<file path="src/rtl/pps_pkg.sv">
package pps_pkg;

  // Clamp a requested phase count into 1..maxn.
  function automatic int unsigned fit_count(int unsigned req, int unsigned maxn);
    if (req == 0) return 1;
    if (req > maxn) return maxn;
    return req;
  endfunction

  // Clamp a pointer so it addresses a live phase.
  function automatic int unsigned wrap_idx(int unsigned idx, int unsigned cnt);
    return (idx < cnt) ? idx : 0;
  endfunction

endpackage

</file>
<file path="src/rtl/pps_count_latch.sv">
module pps_count_latch #(
  parameter int unsigned NPH = 3,
  localparam int unsigned CW = $clog2(NPH + 1)
) (
  input  logic          clk,
  input  logic          rst_n,
  input  logic          enable,
  input  logic [CW-1:0] cfg_phases,
  output logic          run,
  output logic [CW-1:0] lat_n
);
  import pps_pkg::*;

  logic          run_q;
  logic [CW-1:0] lat_q;

  always_ff @(posedge clk or negedge rst_n) begin
    if (!rst_n) begin
      run_q <= 1'b0;
      lat_q <= CW'(1);
    end else begin
      run_q <= enable;
      if (enable && !run_q)
        lat_q <= CW'(fit_count(32'(cfg_phases), NPH));
    end
  end

  assign run   = run_q;
  assign lat_n = lat_q;

  // Count frozen across a continuous enabled stretch.
  p_count_frozen_r4: assert property (@(posedge clk) disable iff (!rst_n)
    (run_q && $past(run_q)) |-> $stable(lat_q));

  // Captured count always lies in 1..NPH.
  p_count_range_r4: assert property (@(posedge clk) disable iff (!rst_n)
    (32'(lat_q) >= 1) && (32'(lat_q) <= NPH));

endmodule

</file>
<file path="src/rtl/pps_rotor.sv">
module pps_rotor #(
  parameter int unsigned NPH = 3,
  localparam int unsigned CW = $clog2(NPH + 1),
  localparam int unsigned PW = (NPH > 1) ? $clog2(NPH) : 1
) (
  input  logic          clk,
  input  logic          rst_n,
  input  logic          live,
  input  logic          single_req,
  input  logic [CW-1:0] lat_n,
  input  logic          take,
  output logic [PW-1:0] tgt
);
  import pps_pkg::*;

  logic [PW-1:0] ptr_q, ptr_d;
  int unsigned   act;
  int unsigned   step;

  always_comb begin
    act  = single_req ? 1 : 32'(lat_n);
    tgt  = single_req ? '0 : PW'(wrap_idx(32'(ptr_q), act));
    step = 32'(tgt) + 1;
    ptr_d = ptr_q;
    if (!live)                 ptr_d = '0;
    else if (take)             ptr_d = (step >= act) ? '0 : PW'(step);
    else if (single_req)       ptr_d = '0;
    else if (32'(ptr_q) >= act) ptr_d = '0;
  end

  always_ff @(posedge clk or negedge rst_n) begin
    if (!rst_n) ptr_q <= '0;
    else        ptr_q <= ptr_d;
  end

  // Pointer never addresses a phase beyond the build size.
  p_ptr_range_r2: assert property (@(posedge clk) disable iff (!rst_n)
    32'(ptr_q) < NPH);

  // A light-load cycle leaves the pointer at phase 0.
  p_single_rewind_r3: assert property (@(posedge clk) disable iff (!rst_n)
    $past(single_req) |-> (ptr_q == '0));

endmodule

</file>
<file path="src/rtl/pps_gate.sv">
module pps_gate #(
  parameter int unsigned NPH = 3,
  localparam int unsigned PW = (NPH > 1) ? $clog2(NPH) : 1
) (
  input  logic           live,
  input  logic           usr_req,
  input  logic [NPH-1:0] hs_on,
  input  logic [NPH-1:0] trig_now,
  input  logic [NPH-1:0] ocp_lim,
  input  logic [PW-1:0]  tgt,
  output logic           rdy
);
  logic quiet;
  logic limited;

  always_comb begin
    quiet   = (hs_on == '0) && (trig_now == '0);
    limited = ocp_lim[tgt];
    rdy     = live && !limited && (usr_req || quiet);
  end

  always_comb begin
    if (rdy && !usr_req) begin
      a_quiet_r5: assert (hs_on == '0);
    end
  end

endmodule

</file>
<file path="src/rtl/phase_pulse_steer.sv">
module phase_pulse_steer #(
  parameter int unsigned NPH = 3,
  localparam int unsigned CW = $clog2(NPH + 1),
  localparam int unsigned PW = (NPH > 1) ? $clog2(NPH) : 1
) (
  input  logic           clk,
  input  logic           rst_n,
  input  logic           enable,
  input  logic [CW-1:0]  cfg_phases,
  input  logic           single_req,
  input  logic           usr_req,
  input  logic [NPH-1:0] ocp_lim,
  input  logic [NPH-1:0] hs_on,
  input  logic           sw_valid,
  output logic           sw_ready,
  output logic [NPH-1:0] ph_trig
);
  logic          run;
  logic [CW-1:0] lat_n;
  logic          live;
  logic [PW-1:0] tgt;
  logic          rdy;
  logic          take;
  logic [NPH-1:0] trig_q;

  assign live = run && enable;
  assign take = sw_valid && rdy;

  pps_count_latch #(.NPH(NPH)) u_cnt (
    .clk(clk), .rst_n(rst_n), .enable(enable), .cfg_phases(cfg_phases),
    .run(run), .lat_n(lat_n)
  );

  pps_rotor #(.NPH(NPH)) u_rot (
    .clk(clk), .rst_n(rst_n), .live(live), .single_req(single_req),
    .lat_n(lat_n), .take(take), .tgt(tgt)
  );

  pps_gate #(.NPH(NPH)) u_gate (
    .live(live), .usr_req(usr_req), .hs_on(hs_on), .trig_now(trig_q),
    .ocp_lim(ocp_lim), .tgt(tgt), .rdy(rdy)
  );

  always_ff @(posedge clk or negedge rst_n) begin
    if (!rst_n) trig_q <= '0;
    else        trig_q <= take ? (NPH'(1) << tgt) : '0;
  end

  assign sw_ready = rdy;
  assign ph_trig  = trig_q;

  p_onehot_r1: assert property (@(posedge clk) disable iff (!rst_n)
    $onehot0(trig_q));

  p_trig_follows_take_r1: assert property (@(posedge clk) disable iff (!rst_n)
    (|trig_q) |-> $past(sw_valid && sw_ready));

  p_single_bit0_r3: assert property (@(posedge clk) disable iff (!rst_n)
    ((|trig_q) && $past(single_req)) |-> trig_q[0]);

  p_span_r4: assert property (@(posedge clk) disable iff (!rst_n)
    (trig_q >> lat_n) == '0);

  p_no_overlap_r5: assert property (@(posedge clk) disable iff (!rst_n)
    ((|trig_q) && !$past(usr_req)) |-> (($past(hs_on) == '0) && ($past(trig_q) == '0)));

  p_limit_hold_r7: assert property (@(posedge clk) disable iff (!rst_n)
    (|trig_q) |-> ((trig_q & $past(ocp_lim)) == '0));

  p_enabled_r8: assert property (@(posedge clk) disable iff (!rst_n)
    (|trig_q) |-> ($past(enable) && $past(run)));

endmodule

</file>
<file path="config.mk">
export PLATFORM = sky130hd
export DESIGN_NAME = phase_pulse_steer
export DESIGN_NICKNAME = d
export VERILOG_FILES = /design/src/rtl/pps_pkg.sv /design/src/rtl/pps_count_latch.sv /design/src/rtl/pps_rotor.sv /design/src/rtl/pps_gate.sv /design/src/rtl/phase_pulse_steer.sv
export SDC_FILE = /design/constraint.sdc
export NUM_CORES = 1
export LEC_CHECK = 0
export CORE_MARGIN = 2
export CORE_UTILIZATION = 27
export DETAILED_ROUTE_END_ITERATION = 8
export DONT_BUFFER_PORTS = 1
export GPL_TIMING_DRIVEN = 0
export PLACE_DENSITY = 0.51
export SYNTH_ARGS = -nofsm -noshare
export SYNTH_HDL_FRONTEND = slang
export SYNTH_HIERARCHICAL = 1
export SYNTH_SLANG_ARGS = --single-unit
</file>
<file path="constraint.sdc">
create_clock -name clk -period 3.1 [get_ports clk]
set_input_delay 0.155 -clock clk [delete_from_list [all_inputs] [get_ports clk]]
set_output_delay 0.155 -clock clk [all_outputs]
set_load 0.01 [all_outputs]
</file>
### After elaboration in Yosys (flattened, before gate mapping)

Index checks and enable logic that the tools add are counted.

| storage, ports and cells | value |
|---|---|
| flip-flop bits (word level) | 8 |
| input bits | 14 |
| output and inout bits | 4 |
| logic and storage cells | 38 |

| cells by class | value |
|---|---|
| $add $sub $neg | 1 |
| magnitude comparators | 4 |
| equal/unequal tests | 1 |
| shifts and indexed selects | 1 |
| multiplexer cells | 15 |
| reductions and logical operators | 12 |

Operator list:

| cell | count |
|---|---|
| 2-bit by 32-bit greater-or-equal comparator with 1-bit output | 1 |
| 32-bit greater-or-equal comparator | 1 |
| 2-bit by 32-bit < comparator with 1-bit output | 1 |
| 2-bit two-way mux | 9 |
| 1-bit logical AND | 6 |
| 3-bit zero test | 2 |
| 1-bit two-way mux | 4 |
| 4-bit != test (second input constant) | 1 |
| 2-bit by 1-bit adder with 3-bit output (second input constant) | 1 |
| 2-bit by 3-bit < comparator with 1-bit output (second input constant) | 1 |
| 3-bit two-way mux | 1 |
| 1-bit by 2-bit << shifter with 3-bit output (first input constant) | 1 |
| 1-bit binary-select mux with 2-bit select | 1 |
| 1-bit zero test | 2 |
| 2-bit zero test | 1 |
| 1-bit logical OR | 1 |

### Longest topological paths before layout

Gate-level depths: netlist (run 1).

| depth | value |
|---|---|
| depth after elaboration | 12 |
| mapped depth | 12 |
| gate-level depth less buffers | 12 |

### Cells and area by module

Netlist (run 1), hierarchy kept.

Modules (own cells, without submodules):

| module | instances | cells each | area an instance (µm²) | sequential area each (µm²) |
|---|---|---|---|---|
| pps_rotor | 1 | 23 | 236.5 | 50.0 |
| pps_count_latch | 1 | 7 | 126.4 | 76.3 |
| phase_pulse_steer | 1 | 8 | 122.6 | 75.1 |
| pps_gate | 1 | 7 | 47.5 | 0.0 |

### Least setup slack after synthesis (run 1)

No wires, ideal clock.

| path | value |
|---|---|
| kind | reg-to-reg |
| start | register u_cnt.lat_q[0], in the netlist u_cnt/lat_n[0] |
| end | register u_rot.ptr_q[1] |
| library setup time | 0.064 ns |
| arrival time | 2.497 ns |
| required time | 3.036 ns |
| setup slack | 0.539 ns |
| cell stages (with the launch flop) | 13 |
| buffers on the path | 0 |
| period minus slack after synthesis | 2.561 ns |
| cell sequence | dfstp_2 or2_2 ha_1 inv_1 a211oi_2 and2_2 mux2i_1 o221ai_1 nor2_1 and2_1 nand2_1 a311oi_2 a22o_2 |

| between the ends | value |
|---|---|
| longest elaborated chain between the ends | 12 |

Ends and longest elaborated chain:

| what | RTL line | text |
|---|---|---|
| start: declaration | pps_count_latch.sv:15 | `logic [CW-1:0] lat_q;` |
| start signal: assignment | pps_count_latch.sv:24 | `lat_q <= CW'(fit_count(32'(cfg_phases), NPH));` |
| 2-bit two-way mux (*) | pps_rotor.sv:21 | `act = single_req ? 1 : 32'(lat_n);` |
| 2-bit by 32-bit < comparator with 1-bit output (*) | pps_pkg.sv:12 | `return (idx < cnt) ? idx : 0;` |
| 2-bit two-way mux (*) | pps_pkg.sv:12 |  |
| 2-bit two-way mux (*) | pps_rotor.sv:22 | `tgt = single_req ? '0 : PW'(wrap_idx(32'(ptr_q), act));` |
| via tgt[1] | phase_pulse_steer.sv:21 | `logic [PW-1:0] tgt;` |
| 1-bit binary-select mux with 2-bit select (*) | pps_gate.sv:18 | `limited = ocp_lim[tgt];` |
| 1-bit two-way mux (implied by the code) (*) | pps_gate.sv:18 |  |
| 1-bit zero test (*) | pps_gate.sv:19 | `rdy = live && !limited && (usr_req \|\| quiet);` |
| 1-bit logical AND (*) (2 in a row) | pps_gate.sv:19 |  |
| via sw_ready | phase_pulse_steer.sv:15 | `output logic sw_ready,` |
| 1-bit logical AND (*) | phase_pulse_steer.sv:27 | `assign take = sw_valid && rdy;` |
| via take | phase_pulse_steer.sv:23 | `logic take;` |
| 2-bit two-way mux | pps_rotor.sv:26 | `else if (take) ptr_d = (step >= act) ? '0 : PW'(step);` |
| 2-bit two-way mux | pps_rotor.sv:25 | `if (!live) ptr_d = '0;` |
| end signal: assignment | pps_rotor.sv:33 | `else ptr_q <= ptr_d;` |
| end: declaration | pps_rotor.sv:16 | `logic [PW-1:0] ptr_q, ptr_d;` |

The timed path passes the listed nets; every way through them passes the cells marked *. The select of a mux whose other input is x is not followed.
A chain may end at the register's enable or synchronous reset.

### Final worst setup path (run 1)

Ends and elaborated chain as after synthesis.

==> impl_metrics.yaml, run 1 <==
run_status:
  status: "finished clean"
min_path:
  min_from: "cfg_phases[1]"
  hold_class: "in2reg"
worst_setup_path:
  path_buf_inv: 1
  crit_fanout: 8
  crit_path_top_delay_cell: "dfstp_2"
  timing.rr.start: "u_cnt/lat_n[0]"
  start_kind: "register"
  reg2reg_slack_ps: 260
  max_stage_delay_ps: 530
  path_cells: "or2_2 > ha_1 > inv_1 > a211oi_2 > and2_2 > mux2i_1 > o221ai_1 > nor2_1 > and2_1 > nand2_1 > a311oi_2 > a22o_2"
  worstPathRequired_ps: 3290
  critPathTopFamily: "simple AND/OR/NAND/NOR gates"
  arrival_ps: 3030
  crit_path_start: "u_cnt/lat_n[0]"
  worstSetupPathType: "reg2reg"
  cp-end-kind: "register"
global_route:
  grtUsageMet1: 0.1233
  top_usage_layer: "met2"
  grt_start_max_net_pins: 10
  first_global_vias: 373
  grt_pass1_wl_um: 1600
  grtUsageMet2: 0.1296
  grt_overflow_total: 0
  met3_usage: 0.01852
  grt_antenna_before_repair: 0
  grt_usage: 0.09217
placement:
  io_buffers: 0
  gp_congestion: 0.6312
  place_hpwl_um: 718
  place_ws_ps: 266.6
route:
  drc: 0
  post_drt_wl_per_cell_um: 12.01
  drt.antenna.violating_nets: 0
  dr.pass1.iters: 2
  vias: 349
  vias_per_cell: 4.474
  drt_iter0_drc: 3
  routed_wl_um: 937
sta:
  max_clock_freq_mhz: 351.9
  finalSetupTns_ps: 0
  hold_viol: 0
  rsz0062_at_grt: "false"
  setup_viol: 0
  setup_ws_ps: 258.1
  period_needed_ps: 2842
  tightest_slew_ps: 367.5
  period_share: 0.9167
  slew_violations: 0
  fin_skew_ps: 3.815
  slew_headroom: 0.7542
synth:
  synth.distinct_cells: 24
  syn-num-nets: 64
  synth_cells: 45
  synth_area_leaders: "dfrtp_1 (33%), ha_1 (9.4%), mux2_4 (5.6%)"
  synth_warnings: 6
  avgSynthCellArea_um2: 11.84
  synth_top_area_cell: "dfrtp_1"
  netlist_area_um2: 533.0
  yosys_register_bits: 8
  seq_area_frac_synth: 0.3779
  yosysTopAreaCellShare: 0.3286
pwr:
  static-leakage-power_uw: 0.0002619
  max-vdd-ir-drop_uv: 113.6
  p_per_area_nw_per_um2: 370.0
  power_uw: 226.8
finish:
  antenna_cells: 0
  nets: 71
  layout_common_cells: "dfrtp_1 (7), inv_1 (4), ha_1 (4)"
  mostFrequentLayoutCell: "dfrtp_1"
  drive_gt1_frac: 0.3333
  area.growth.synth_to_final_pct: 15.02
  fin_util: 0.3224
floorplanning:
  core_region_area_um2: 1902
  io_pins: 18
  dieHeight_um: 48.43
  die_w_um: 48.43
  start_util: 0.2803
  row_count: 16
  dieArea_um2: 2345
clock_network:
  cts_root_buffer: "clkbuf_4"
  tritoncts: "yes"
  clk_pin_slew_worst_paths_ps: 50
  cts_setup_buffers: 0
  clock-sinks: 8
  cts.htree.levels: 1
  numCtsBuffers: 3
  clk_latency_ps: 250
  clockBufferDepth: 2
  cts_resized: 0
job:
  drv_cap: 0
==> through the flow <==
step | std cells | area, um2 | hold WS (ps)
2_1_floorplan | 45 | 533.0 | -140.6
3_3_place_gp | 72 | 566.8 | -140.4
3_5_place_dp | 72 | 566.8 | -140.4
4_1_cts | 78 | 613.1 | 48.48
5_1_grt | 78 | 613.1 | 38.44
6_report | 78 | 613.1 | 54.93
==> final timing paths <==
kind / end / cells past startpoint
worst max-delay path: u_rot/ptr_q[1] / 12
worst min-delay path: u_cnt/lat_n[1] / 1
worst max register to register: u_rot/ptr_q[1] / 12
worst min register to register: u_cnt/lat_n[1] / 1
max in group asynchronous: u_cnt/lat_n[0] / 1
min in group asynchronous: ph_trig[0] / 1
==> state kept, by name, indices dropped and copies added, names as in the netlist <==
| signal | count |
|---|---|
| ph_trig | 3 |
| u_cnt/lat_n | 2 |
| u_cnt/run | 1 |
| u_rot/ptr_q | 2 |
==> synth_stat cells <==
| cell type | count |
|---|---|
| a211oi_2 | 2 |
| and2_2 | 2 |
| o21ai_1 | 1 |
| a311oi_2 | 1 |
| nor2b_4 | 1 |
| nor4_2 | 1 |
| mux2i_1 | 1 |
| or2_2 | 1 |
| o221ai_1 | 1 |
| dfrtp_1 | 7 |
| nand2_1 | 2 |
| and4b_2 | 2 |
| nor2_1 | 2 |
| and2_1 | 2 |
| a22o_2 | 1 |
| a22o_1 | 1 |
| ha_1 | 4 |
| a21oi_1 | 1 |
| mux2_4 | 2 |
| fa_1 | 1 |
| inv_1 | 4 |
| and4bb_1 | 1 |
| dfstp_2 | 1 |
| nand2b_1 | 3 |
==> cell families after synthesis <==
group                      after synthesis  synth area share
buffers and inverters                    4           0.02816
and+or+nand+nor                         17            0.2418
AOI/OAI and AO/OA                        8            0.1455
muxes                                    3           0.07512
adders and majority gates                5            0.1315
DFF                                      8            0.3779
==> area by class of cell <==
| type | count | area (um2) |
|---|---|---|
| clock buffers | 4 | 26.28 |
| flip-flops and latches | 8 | 201.4 |
| inverters | 4 | 15.01 |
| fillers | 206 | 1289 |
| well taps | 27 | 33.78 |
| multi-input cells | 33 | 316.6 |
| repair buffers | 2 | 20.02 |
==> power by group <==
part	switching, uW	internal, uW	total, uW
Combinational	13.1	16.0	29.1
Sequential	2.99	110	113
Clock	35.2	49.2	84.4
Total	51.3	176	227
==> repair_timing <==
action,in CTS,in global routing
endpoints found under the hold margin,9,0
hold buffers,2,0
setup endpoints to repair,0,0
==> per-layer routing <==
metal / vias to the layer above / wire length (um)
met4: 0 / 0
li1: 174 / -
met2: 10 / 438
met1: 165 / 470
met3: 0 / 28
met5: - / 0
==> worst register-to-register path: stages, from the launching register on <==
cell	delay (ps)
dfstp_2	530
or2_2	120
ha_1	130
inv_1	40
a211oi_2	260
and2_2	290
mux2i_1	200
o221ai_1	140
nor2_1	310
and2_1	230
nand2_1	70
a311oi_2	280
a22o_2	180
Note: power is estimated with default switching activity, not from simulation.
==> run 2, diff against run 1 <==
--- a/config.mk
+++ b/config.mk
@@ -5,12 +5,12 @@
 export SDC_FILE = /design/constraint.sdc
 export NUM_CORES = 1
 export LEC_CHECK = 0
-export CORE_MARGIN = 2
-export CORE_UTILIZATION = 27
+export CORE_AREA = 2 2 39 41
 export DETAILED_ROUTE_END_ITERATION = 8
+export DIE_AREA = 0 0 41 43
 export DONT_BUFFER_PORTS = 1
 export GPL_TIMING_DRIVEN = 0
-export PLACE_DENSITY = 0.51
+export PLACE_DENSITY = 0.65
 export SYNTH_ARGS = -nofsm -noshare
 export SYNTH_HDL_FRONTEND = slang
 export SYNTH_HIERARCHICAL = 1
==> impl_metrics.yaml, run 2 (synthesis gave the netlist of run 1 again) <==
route:
  post_drt_wl_per_cell_um: 13.48
  vias: 344
  dr.pass1.iters: 3
  drt_iter0_drc: 8
  drc: 0
  routed_wl_um: 903
  vias_per_cell: 5.134
  drt.antenna.violating_nets: 0
clock_network:
  cts.htree.levels: 1
  clk_pin_slew_worst_paths_ps: 50
  clock-sinks: 8
  clockBufferDepth: 2
  cts_root_buffer: "clkbuf_4"
  tritoncts: "yes"
  numCtsBuffers: 3
  clk_latency_ps: 250
  cts_setup_buffers: 0
floorplanning:
  start_util: 0.3852
  dieHeight_um: 43
  dieArea_um2: 1763
  core_region_area_um2: 1384
  row_count: 14
  io_pins: 18
  die_w_um: 41
pwr:
  static-leakage-power_uw: 0.0002619
  p_per_area_nw_per_um2: 379.3
  power_uw: 227.3
  max-vdd-ir-drop_uv: 104.5
sta:
  period_needed_ps: 2826
  period_share: 0.9117
  max_clock_freq_mhz: 353.8
  setup_viol: 0
  rsz0062_at_grt: "false"
  slew_violations: 0
  tightest_slew_ps: 360.7
  slew_headroom: 0.7587
  finalSetupTns_ps: 0
  hold_viol: 0
  fin_skew_ps: 6.089
  timing.hold.ws_ps: 62.54
global_route:
  grt_pass1_wl_um: 1435
  first_global_vias: 344
  grt_usage: 0.1277
  grt_antenna_before_repair: 0
  grt_overflow_total: 0
  grt_start_max_net_pins: 10
finish:
  fin_util: 0.4331
  area.growth.synth_to_final_pct: 12.44
  drive_gt1_frac: 0.3333
  layout_common_cells: "dfrtp_1 (7), inv_1 (4), ha_1 (4)"
  largest_reg_flops: 3
  nets: 71
  mostFrequentLayoutCell: "dfrtp_1"
  antenna_cells: 0
placement:
  io_buffers: 0
  place_hpwl_um: 716.9
  gp_congestion: 0.7567
worst_setup_path:
  worstPathRequired_ps: 3290
  worstSetupPathType: "reg2reg"
  arrival_ps: 3010
  start_kind: "register"
  cp-end-kind: "register"
  crit_fanout: 8
run_status:
  status: "finished clean"
min_path:
  hold_class: "in2reg"
job:
  drv_cap: 0
## run 2: layout make-up
type                    count  area (um2)
well taps                  16       20.02
flip-flops and latches      8       201.4
repair buffers              2       20.02
multi-input cells          33       316.6
fillers                   142       784.5
clock buffers               4       26.28
inverters                   4       15.01
## run 2: routing by layer
layer	part of all wire	track usage	vias to the layer above
li1	-	-	173
met1	0.49	0.1755	162
met2	0.48	0.1625	9
met5	0	0	-
met4	0	0.1000	0
met3	0.030	0.03141	0
## run 2: final timing paths
path / start / endpoint / slack (ps) / depth (start not counted)
min in group asynchronous: rst_n / ph_trig[2] / 240 / 1
worst max-delay path: u_cnt/lat_n[0] / u_rot/ptr_q[1] / 270 / 12
worst max register to register: u_cnt/lat_n[0] / u_rot/ptr_q[1] / 270 / 12
worst min register to register: u_cnt/lat_n[1] / u_cnt/lat_n[1] / 530 / 1
worst min-delay path: cfg_phases[1] / u_cnt/lat_n[1] / 60 / 1
max in group asynchronous: rst_n / u_cnt/lat_n[0] / 2560 / 1
## run 2: per-stage QoR
step / cell area [um2] / worst slack [ps] / instances
4_1_cts: 599.3 / 241.7 / 67
3_5_place_dp: 553.0 / 261.0 / 61
6_report: 599.3 / 273.8 / 67
2_1_floorplan: 533.0 / 538.8 / 45
5_1_grt: 599.3 / 12.41 / 67
3_3_place_gp: 553.0 / 298.7 / 61
## run 2: what timing repair did
action | CTS | global route
hold buffers | 2 | 0
endpoints found under the hold margin | 9 | 0
setup endpoints to repair | 0 | 0
resized for setup | 0 | 0
## run 2: worst max-delay path, cell delays in order, from the launching register on
cell,delay (ps)
dfstp_2,530
or2_2,120
ha_1,130
inv_1,40
a211oi_2,240
and2_2,270
mux2i_1,200
o221ai_1,140
nor2_1,330
and2_1,230
nand2_1,80
a311oi_2,280
a22o_2,180
## run 2: power breakdown
group	internal [uW]	switching, uW	total [uW]	leakage, uW
Combinational	16.0	13.3	29.3	0.000143
Clock	49.2	35.5	84.8	0.0000150
Sequential	110	2.94	113	0.000104
